$ cat src/rtl/prescale_pkg.sv
package prescale_pkg;
  typedef enum logic [1:0] {
    SRC_XTAL_D10 = 2'd0,
    SRC_XTAL_D2  = 2'd1,
    SRC_SYS_D10  = 2'd2,
    SRC_SYS_D20  = 2'd3
  } src_sel_e;
  localparam int NSRC = 4;
endpackage

$ cat src/rtl/rate_div.sv
module rate_div #(
  parameter int DIV = 10
) (
  input  logic clk,
  input  logic rst,
  input  logic en,
  output logic tick
);
  localparam int W = (DIV > 1) ? $clog2(DIV) : 1;
  logic [W-1:0] cnt;

  assign tick = en && (cnt == W'(DIV - 1));

  always_ff @(posedge clk) begin
    if (rst)       cnt <= '0;
    else if (tick) cnt <= '0;
    else if (en)   cnt <= cnt + 1'b1;
  end
endmodule

$ cat src/rtl/prescale_stage.sv
module prescale_stage #(
  parameter int DEC_MOD = 10,
  parameter int BIN_MOD = 16
) (
  input  logic clk,
  input  logic rst,
  input  logic clr,
  input  logic bin_mode,
  input  logic adv,
  output logic wrap
);
  localparam int W = $clog2(BIN_MOD);
  logic [W-1:0] cnt;
  logic [W-1:0] last;

  assign last = bin_mode ? W'(BIN_MOD - 1) : W'(DEC_MOD - 1);
  assign wrap = adv && (cnt == last);

  always_ff @(posedge clk) begin
    if (rst || clr) cnt <= '0;
    else if (adv)   cnt <= wrap ? '0 : cnt + 1'b1;
  end
endmodule

$ cat src/rtl/decbin_prescaler.sv
module decbin_prescaler
  import prescale_pkg::*;
#(
  parameter int NTAPS    = 4,
  parameter int DEC_MOD  = 10,
  parameter int BIN_MOD  = 16,
  parameter int XDIV_A   = 10,
  parameter int XDIV_B   = 2,
  parameter int SDIV_A   = 10,
  parameter int SDIV_B   = 20
) (
  input  logic             clk,
  input  logic             rst,
  input  logic             xtal_tick,
  input  logic [1:0]       base_sel,
  input  logic             bin_mode,
  output logic [NTAPS-1:0] tap_o
);
  localparam int DIVS [NSRC] = '{XDIV_A, XDIV_B, SDIV_A, SDIV_B};

  logic [NSRC-1:0]  src_tick;
  logic             base_tick;
  logic [1:0]       sel_q;
  logic             mode_q;
  logic             clr;
  logic [NTAPS:0]   adv;
  logic [NTAPS-1:0] tap_q;

  for (genvar g = 0; g < NSRC; g++) begin : g_src
    rate_div #(.DIV(DIVS[g])) u_div (
      .clk  (clk),
      .rst  (rst),
      .en   ((g < 2) ? xtal_tick : 1'b1),
      .tick (src_tick[g])
    );
  end

  assign base_tick = src_tick[src_sel_e'(base_sel)];
  assign clr       = (base_sel != sel_q) || (bin_mode != mode_q);
  assign adv[0]    = base_tick;

  always_ff @(posedge clk) begin
    sel_q  <= base_sel;
    mode_q <= bin_mode;
  end

  for (genvar k = 0; k < NTAPS; k++) begin : g_stage
    prescale_stage #(.DEC_MOD(DEC_MOD), .BIN_MOD(BIN_MOD)) u_stage (
      .clk      (clk),
      .rst      (rst),
      .clr      (clr),
      .bin_mode (bin_mode),
      .adv      (adv[k]),
      .wrap     (adv[k+1])
    );
  end

  always_ff @(posedge clk) begin
    if (rst || clr) tap_q <= '0;
    else            tap_q <= adv[NTAPS:1];
  end

  assign tap_o = tap_q;
endmodule

$ cat config.mk
export PLATFORM = sky130hd
export DESIGN_NAME = decbin_prescaler
export DESIGN_NICKNAME = d
export VERILOG_FILES = /design/src/rtl/prescale_pkg.sv /design/src/rtl/rate_div.sv /design/src/rtl/prescale_stage.sv /design/src/rtl/decbin_prescaler.sv
export SDC_FILE = /design/constraint.sdc
export NUM_CORES = 1
export LEC_CHECK = 0
export ABC_AREA = 1
export BUFFER_PORTS_ARGS = -buffer_cell sky130_fd_sc_hd__buf_4
export CORE_MARGIN = 2
export CORE_UTILIZATION = 32
export CTS_CLUSTER_SIZE = 10
export DETAILED_ROUTE_END_ITERATION = 8
export GPL_TIMING_DRIVEN = 0
export PLACE_DENSITY = 0.49
export SLEW_MARGIN = 10
export SYNTH_ARGS = -nofsm -noshare
export SYNTH_HDL_FRONTEND = slang
export SYNTH_HIERARCHICAL = 1
export SYNTH_SLANG_ARGS = --single-unit
$ cat constraint.sdc
create_clock -name clk -period 4.3 [get_ports clk]
set_input_delay 1.29 -clock clk [delete_from_list [all_inputs] [get_ports clk]]
set_output_delay 1.29 -clock clk [all_outputs]
set_load 0.05 [all_outputs]
== Yosys cells after proc, flatten, opt, wreduce, memory -nomap -nowiden ==
Index checks and enable logic that the tools add are counted.

* Reductions and logical operators: 12
* Muxes and demuxes: 7
* $lt $le $gt $ge: 1
* Equal/unequal tests: 9
* $add $sub $neg: 8

{| class="wikitable"
|+ Operators by type and width
! operator !! number
|-
| $add 4x1->4 const B || 6
|-
| $eq 4x4->1 || 4
|-
| $mux 4 || 4
|-
| $eq 4x4->1 const B || 2
|-
| $reduce_or 2->1 || 4
|-
| $logic_and 1x1->1 || 6
|-
| $add 5x1->5 const B || 1
|-
| $eq 5x5->1 const B || 1
|-
| $lt 2x3->1 const B || 1
|-
| $mux 3 || 1
|-
| $bmux 1 s2 || 1
|-
| $logic_or 1x1->1 || 2
|-
| $ne 2x2->1 || 1
|-
| $add 1x1->1 const B || 1
|-
| $mux 1 || 1
|-
| $ne 1x1->1 || 1
|}

* Logic and storage cells: 48
* Output and inout port bits: 4
* Register bits: 37

== Longest topological paths before layout ==
* Word-level depth: 9
* Depth in mapped cells: 25

== Cells and area by module ==
Netlist, hierarchy kept.

{| class="wikitable"
|+ Modules (own cells, without submodules)
! module !! cells an instance !! times used !! seq. area each (µm²) !! area each (µm²)
|-
| prescale_stage || 31 || 4 || 80.1 || 224.0
|-
| rate_div (g_src[0].u_div ...) || 31 || 2 || 80.1 || 216.5
|-
| decbin_prescaler || 36 || 1 || 140.1 || 276.5
|-
| rate_div (g_src[3].u_div) || 39 || 1 || 100.1 || 264.0
|-
| rate_div (g_src[1].u_div) || 7 || 1 || 20.0 || 45.0
|}

== Least setup slack after synthesis ==
OpenSTA, ideal clock, no wires.

* Path type: in2reg
* Start point: in xtal_tick
* End point: reg g_stage[3].u_stage.cnt[3]
* Slack: 0.966 ns
* Data arrival time: 3.220 ns
* Cell stages on the path: 20
* Cell sequence: nand4_1 > inv_1 > nor2_1 > o22ai_1 > nand2_2 > nor2_2 > nand2_2 > inv_1 > nand2_2 > nor2_2 > nand2_2 > inv_1 > nand2_2 > nor2_2 > nand2_2 > inv_1 > nand2_2 > nor2_2 > xor2_1 > nor2_1

* Word-level cells in the longest chain between the ends: 8
* Elaborated cells on any way between the ends: 9
* Those cells by class: 3 x mux; 6 x reduce/logical

{| class="wikitable"
|+ Ends and longest elaborated chain
! item !! RTL line !! RTL
|-
| start: declaration || decbin_prescaler.sv:14 || <nowiki>input logic xtal_tick,</nowiki>
|-
| $logic_and 1x1->1 (*) || rate_div.sv:12 || <nowiki>assign tick = en && (cnt == W'(DIV - 1));</nowiki>
|-
| net src_tick[0] || decbin_prescaler.sv:21 || <nowiki>logic [NSRC-1:0] src_tick;</nowiki>
|-
| $bmux 1 s2 (*) || decbin_prescaler.sv:38 || <nowiki>assign base_tick = src_tick[src_sel_e'(base_sel)];</nowiki>
|-
| $mux 1 (implied by the code) (*) || decbin_prescaler.sv:38 ||
|-
| net adv[0] || decbin_prescaler.sv:26 || <nowiki>logic [NTAPS:0] adv;</nowiki>
|-
| $logic_and 1x1->1 (*) || prescale_stage.sv:17 || <nowiki>assign wrap = adv && (cnt == last);</nowiki>
|-
| net adv[1] || decbin_prescaler.sv:26 ||
|-
| $logic_and 1x1->1 (*) || prescale_stage.sv:17 ||
|-
| net adv[2] || decbin_prescaler.sv:26 ||
|-
| $logic_and 1x1->1 (*) || prescale_stage.sv:17 ||
|-
| net adv[3] || decbin_prescaler.sv:26 ||
|-
| $logic_and 1x1->1 || prescale_stage.sv:17 ||
|-
| $mux 4 || prescale_stage.sv:21 || <nowiki>else if (adv) cnt <= wrap ? '0 : cnt + 1'b1;</nowiki>
|-
| end signal: assignment || prescale_stage.sv:21 ||
|-
| end: declaration || prescale_stage.sv:13 || <nowiki>logic [W-1:0] cnt;</nowiki>
|}

Mark *: on every way through the listed nets, which the timed path passes. The rest lies on a longest branch. The select of a mux whose other input is x is not followed.
A chain may end at the register's enable or synchronous reset.

== Final worst setup path ==
* Start point: in xtal_tick
* End point: reg tap_q[3] (netlist: tap_o[3])

* Word-level cells in the longest chain between the ends: 7
* Elaborated cells on any way between the ends: 8
* Those cells by class: 2 x mux; 6 x reduce/logical

{| class="wikitable"
|+ Ends and longest elaborated chain
! item !! RTL line !! RTL
|-
| $logic_and 1x1->1 || rate_div.sv:12 ||
|-
| net src_tick[0] || decbin_prescaler.sv:21 ||
|-
| $bmux 1 s2 || decbin_prescaler.sv:38 ||
|-
| $mux 1 (implied by the code) || decbin_prescaler.sv:38 ||
|-
| net adv[0] || decbin_prescaler.sv:26 ||
|-
| $logic_and 1x1->1 || prescale_stage.sv:17 ||
|-
| net adv[1] || decbin_prescaler.sv:26 ||
|-
| $logic_and 1x1->1 || prescale_stage.sv:17 ||
|-
| net adv[2] || decbin_prescaler.sv:26 ||
|-
| $logic_and 1x1->1 || prescale_stage.sv:17 ||
|-
| net adv[3] || decbin_prescaler.sv:26 ||
|-
| $logic_and 1x1->1 || prescale_stage.sv:17 ||
|-
| net adv[4] || decbin_prescaler.sv:26 ||
|-
| end signal: assignment || decbin_prescaler.sv:60 || <nowiki>else tap_q <= adv[NTAPS:1];</nowiki>
|-
| end: declaration || decbin_prescaler.sv:27 || <nowiki>logic [NTAPS-1:0] tap_q;</nowiki>
|}

The timed path passes the listed nets, and every way through them passes these cells. The select of a mux whose other input is x is not followed.

==> summary.md <==
| Metric | Value |
|---|---|
| Most frequent cells in the layout | nand2_1, inv_1, nor2_1 |
| Pwr dens | 297 nW/um^2 |
| TritonCTS clock tree | built |
| Slew Limit Fails | 0 |
| Number of placement rows | 28 |
| CP bufs+invs | 7 |
| Final WL | 3.09 mm |
| Detailed Routing Iterations Pass 1 | 4 |
| Hold Path Cell Cnt | 3 |
| Via density | 3.95 |
| Max incr delay on CP | 310 ps |
| Hold_sp | g_src[3].u_div/cnt[4] |
| Overflow after GRT | 0 |
| DR WL/cell | 8.38 microns |
| Hold endpoint | g_src[3].u_div/cnt[4] |
| Reg2reg setup slack | 1180 ps |
| Hold Buf Count CTS | 0 |
| Crit-path cells | buf_4 > nand4_1 > inv_1 > nor2_1 > o22ai_1 > nand2_2 > nor2_2 > nand2_2 > inv_1 > nand2_2 > nor2_2 > nand2_2 > inv_1 > nand2_2 > nor2_2 > nand2_2 > inv_1 > nand2_2 > nor2_2 > nand2_2 > inv_1 > inv_1 > nor2_1 |
| CORE AREA | 5850 sq um |
| Most used cell, CP | nand2_2 |
| Post-route ant nets | 0 |
| # H-tree levels | 2 |
| Worst r2r path cells | 25 |
| Post-route insts no fill | 369 |
| Final GP Congestion | 0.677 |
| Worst Path Class, Setup | in2reg |
| Total track usage | 11.2% |
| Setup WS post-layout | 780 ps |
| Drt drc | 0 |
| Clock Tree Buf Depth | 2 |
| Port bufs | 9 |
| Post-CTS resize count | 0 |
| Via count | 1456 |
| Setup TNS | 0 ps |
| Status | finished clean |
| Clock sink total | 37 |
| Vert. Die Dim | 81.3 microns |
| Ys Warns | 6 |
| Syn Inst Count | 268 |
| First-pass GRT wire length | 5.73 mm |
| Worst slack, placed | 393 ps |
| Layout overhead on the synthesized area | 15.1% |
| Worst-path clk slew | 80 ps |
| Worst-Skew Late Latency | 280 ps |
| Register area share after synthesis | 38.7% |
| Setup bufs post-CTS | 0 |
| Die area | 6620 sq um |
| Final instance area | 2200 sq um |
| Yosys cell types | 21 |
| VDD IR max | 0.107 mV |
| Worst r2r dst | tap_o[3] |
| Ant. Diodes | 0 |
| Synth Area per Inst | 7.14 sq um |
| Antenna violations before repair | 0 |
| I/O pins | 10 |
| Root Buffer Master | clkbuf_8 |
| FMAX | 284 MHz |
| Crit path DAT | 3740 ps |
| Dpl cells | 362 |
| Post-route minimum period | 3520 ps |
| Max Cap Viol | 0 |
| Worst Skew | 8.24 ps |
| DP Wirelength | 2.33 mm |
| Mapped cell area | 1910 sq um |
| Initial Util | 32.7% |
| Crit-path max FO | 7 |
| Critical path required time | 4520 ps |
| Register bit count reported by yosys | 37 |
| Leakage power | 1.02 nW |
| Period Utilization, post-route | 81.9% |
| Tot Pwr | 0.000655 W |
| Total CTS buffers | 5 |
| Crit. End Element | flop |
| Die Width | 81.3 microns |
| CP Launch Type | input port |
| Hold crit path type | reg2reg |
| Cell family with most CP delay | simple AND/OR/NAND/NOR gates |
| Unrepaired setup endpoints after global routing | no |
| Nets | 309 |
| Largest net degree at the start of global routing | 12 |
| Final hold violation count | 0 |
| Fraction of layout cells with a size suffix above 1 | 15.3% |
| Critical R2R Launch | g_src[3].u_div/cnt[0] |
| Initial DRC count | 44 |
| Placed cell areas | 2110 sq um |
| Most common cell after layout, fill and taps aside | nand2_1 |
| Vias in the first global route | 1365 |
| Slowest cell on the critical path | o22ai_1 |
| Final setup vio count | 0 |
==> flip-flops by register name, summed over array words and instances, names as in the netlist <==
signal and count:
g_stage.u_stage/cnt 16, g_src.u_div/cnt 14, tap_o 4, sel_q 2
mode_q 1
==> kinds of logic after synthesis <==
kind of cell	count (synthesis)	share of synthesized area (%)
buffers and inverters	50	9.80
flip-flops	37	38.7
other	1	0.196
XOR/XNOR	14	6.80
AND/OR/NAND/NOR	147	35.9
adder cells (fa/ha/maj)	9	5.88
AO/OA/AOI/OAI	10	2.68
==> cell type report <==
| class | instances | area (sq um) |
|---|---|---|
| Clock buffer | 6 | 82.6 |
| Clock inverter | 1 | 7.51 |
| Inverter | 50 | 188 |
| Tap cell | 75 | 93.8 |
| Fill cell | 631 | 3650 |
| Multi-Input combinational cell | 191 | 1020 |
| Timing Repair Buffer | 9 | 67.6 |
| Sequential cell | 37 | 741 |
==> per-layer routing <==
metal	vias to the layer above	track usage (%)	share of wire, %
met5	-	0	0
met4	0	5.08	0.87
met3	2	3.00	2.0
met2	5	18.0	45
met1	610	13.9	52
li1	839	-	-
==> stage by stage <==
stage / hold slack, ps / util (%)
finish: 500 / 37.7
global route: 552 / 37.7
CTS: 506 / 37.7
detailed placement: 491 / 36.1
global placement: 475 / 36.1
floorplan: 460 / -
==> Yosys cell counts, drive strengths merged <==
master,n,area share (%)
nand2,70,16
nor2,56,12
inv,50,9.8
dfxtp,37,39
xor2,10,4.6
ha,9,5.9
nand3,9,2.4
o21ai,8,2.1
nand3b,5,2.0
and3b,4,1.8
xnor2,4,2.2
nand4,3,1.3
a21oi,1,0.26
conb,1,0.20
o22ai,1,0.33
==> report_power, final <==
group | internal (W) | switching (W) | leakage [nW] | total, W
logic | 0.0000208 | 0.0000287 | 0.674 | 0.0000495
registers | 0.000351 | 0.00000742 | 0.301 | 0.000358
clock network | 0.000127 | 0.000121 | 0.0433 | 0.000248
==> worst reg2reg max path, stage by stage (launching register included) <==
cell and delay [ps]:
dfxtp_1 380, ha_1 210, nand2_2 90, nor2_2 90
nand2_2 80, inv_1 60, nor2_1 40, o22ai_1 340
nand2_2 130, nor2_2 110, nand2_2 80, inv_1 150
nand2_2 90, nor2_2 100, nand2_2 80, inv_1 160
nand2_2 100, nor2_2 100, nand2_2 70, inv_1 160
nand2_2 100, nor2_2 100, nand2_2 80, inv_1 50
inv_1 30, nor2_1 80
==> how the worst max path moves through the flow <==
stage,from,end,slack [ps],cells after the start
global placement,xtal_tick,tap_o[3],400,23
CTS,xtal_tick,tap_o[3],690,23
finish,xtal_tick,tap_o[3],780,23
global route,xtal_tick,tap_o[3],290,23
detailed placement,xtal_tick,tap_o[3],390,23
floorplan,xtal_tick,g_stage[3].u_stage/cnt[3],970,20
Power figures use the tool's default switching activity.
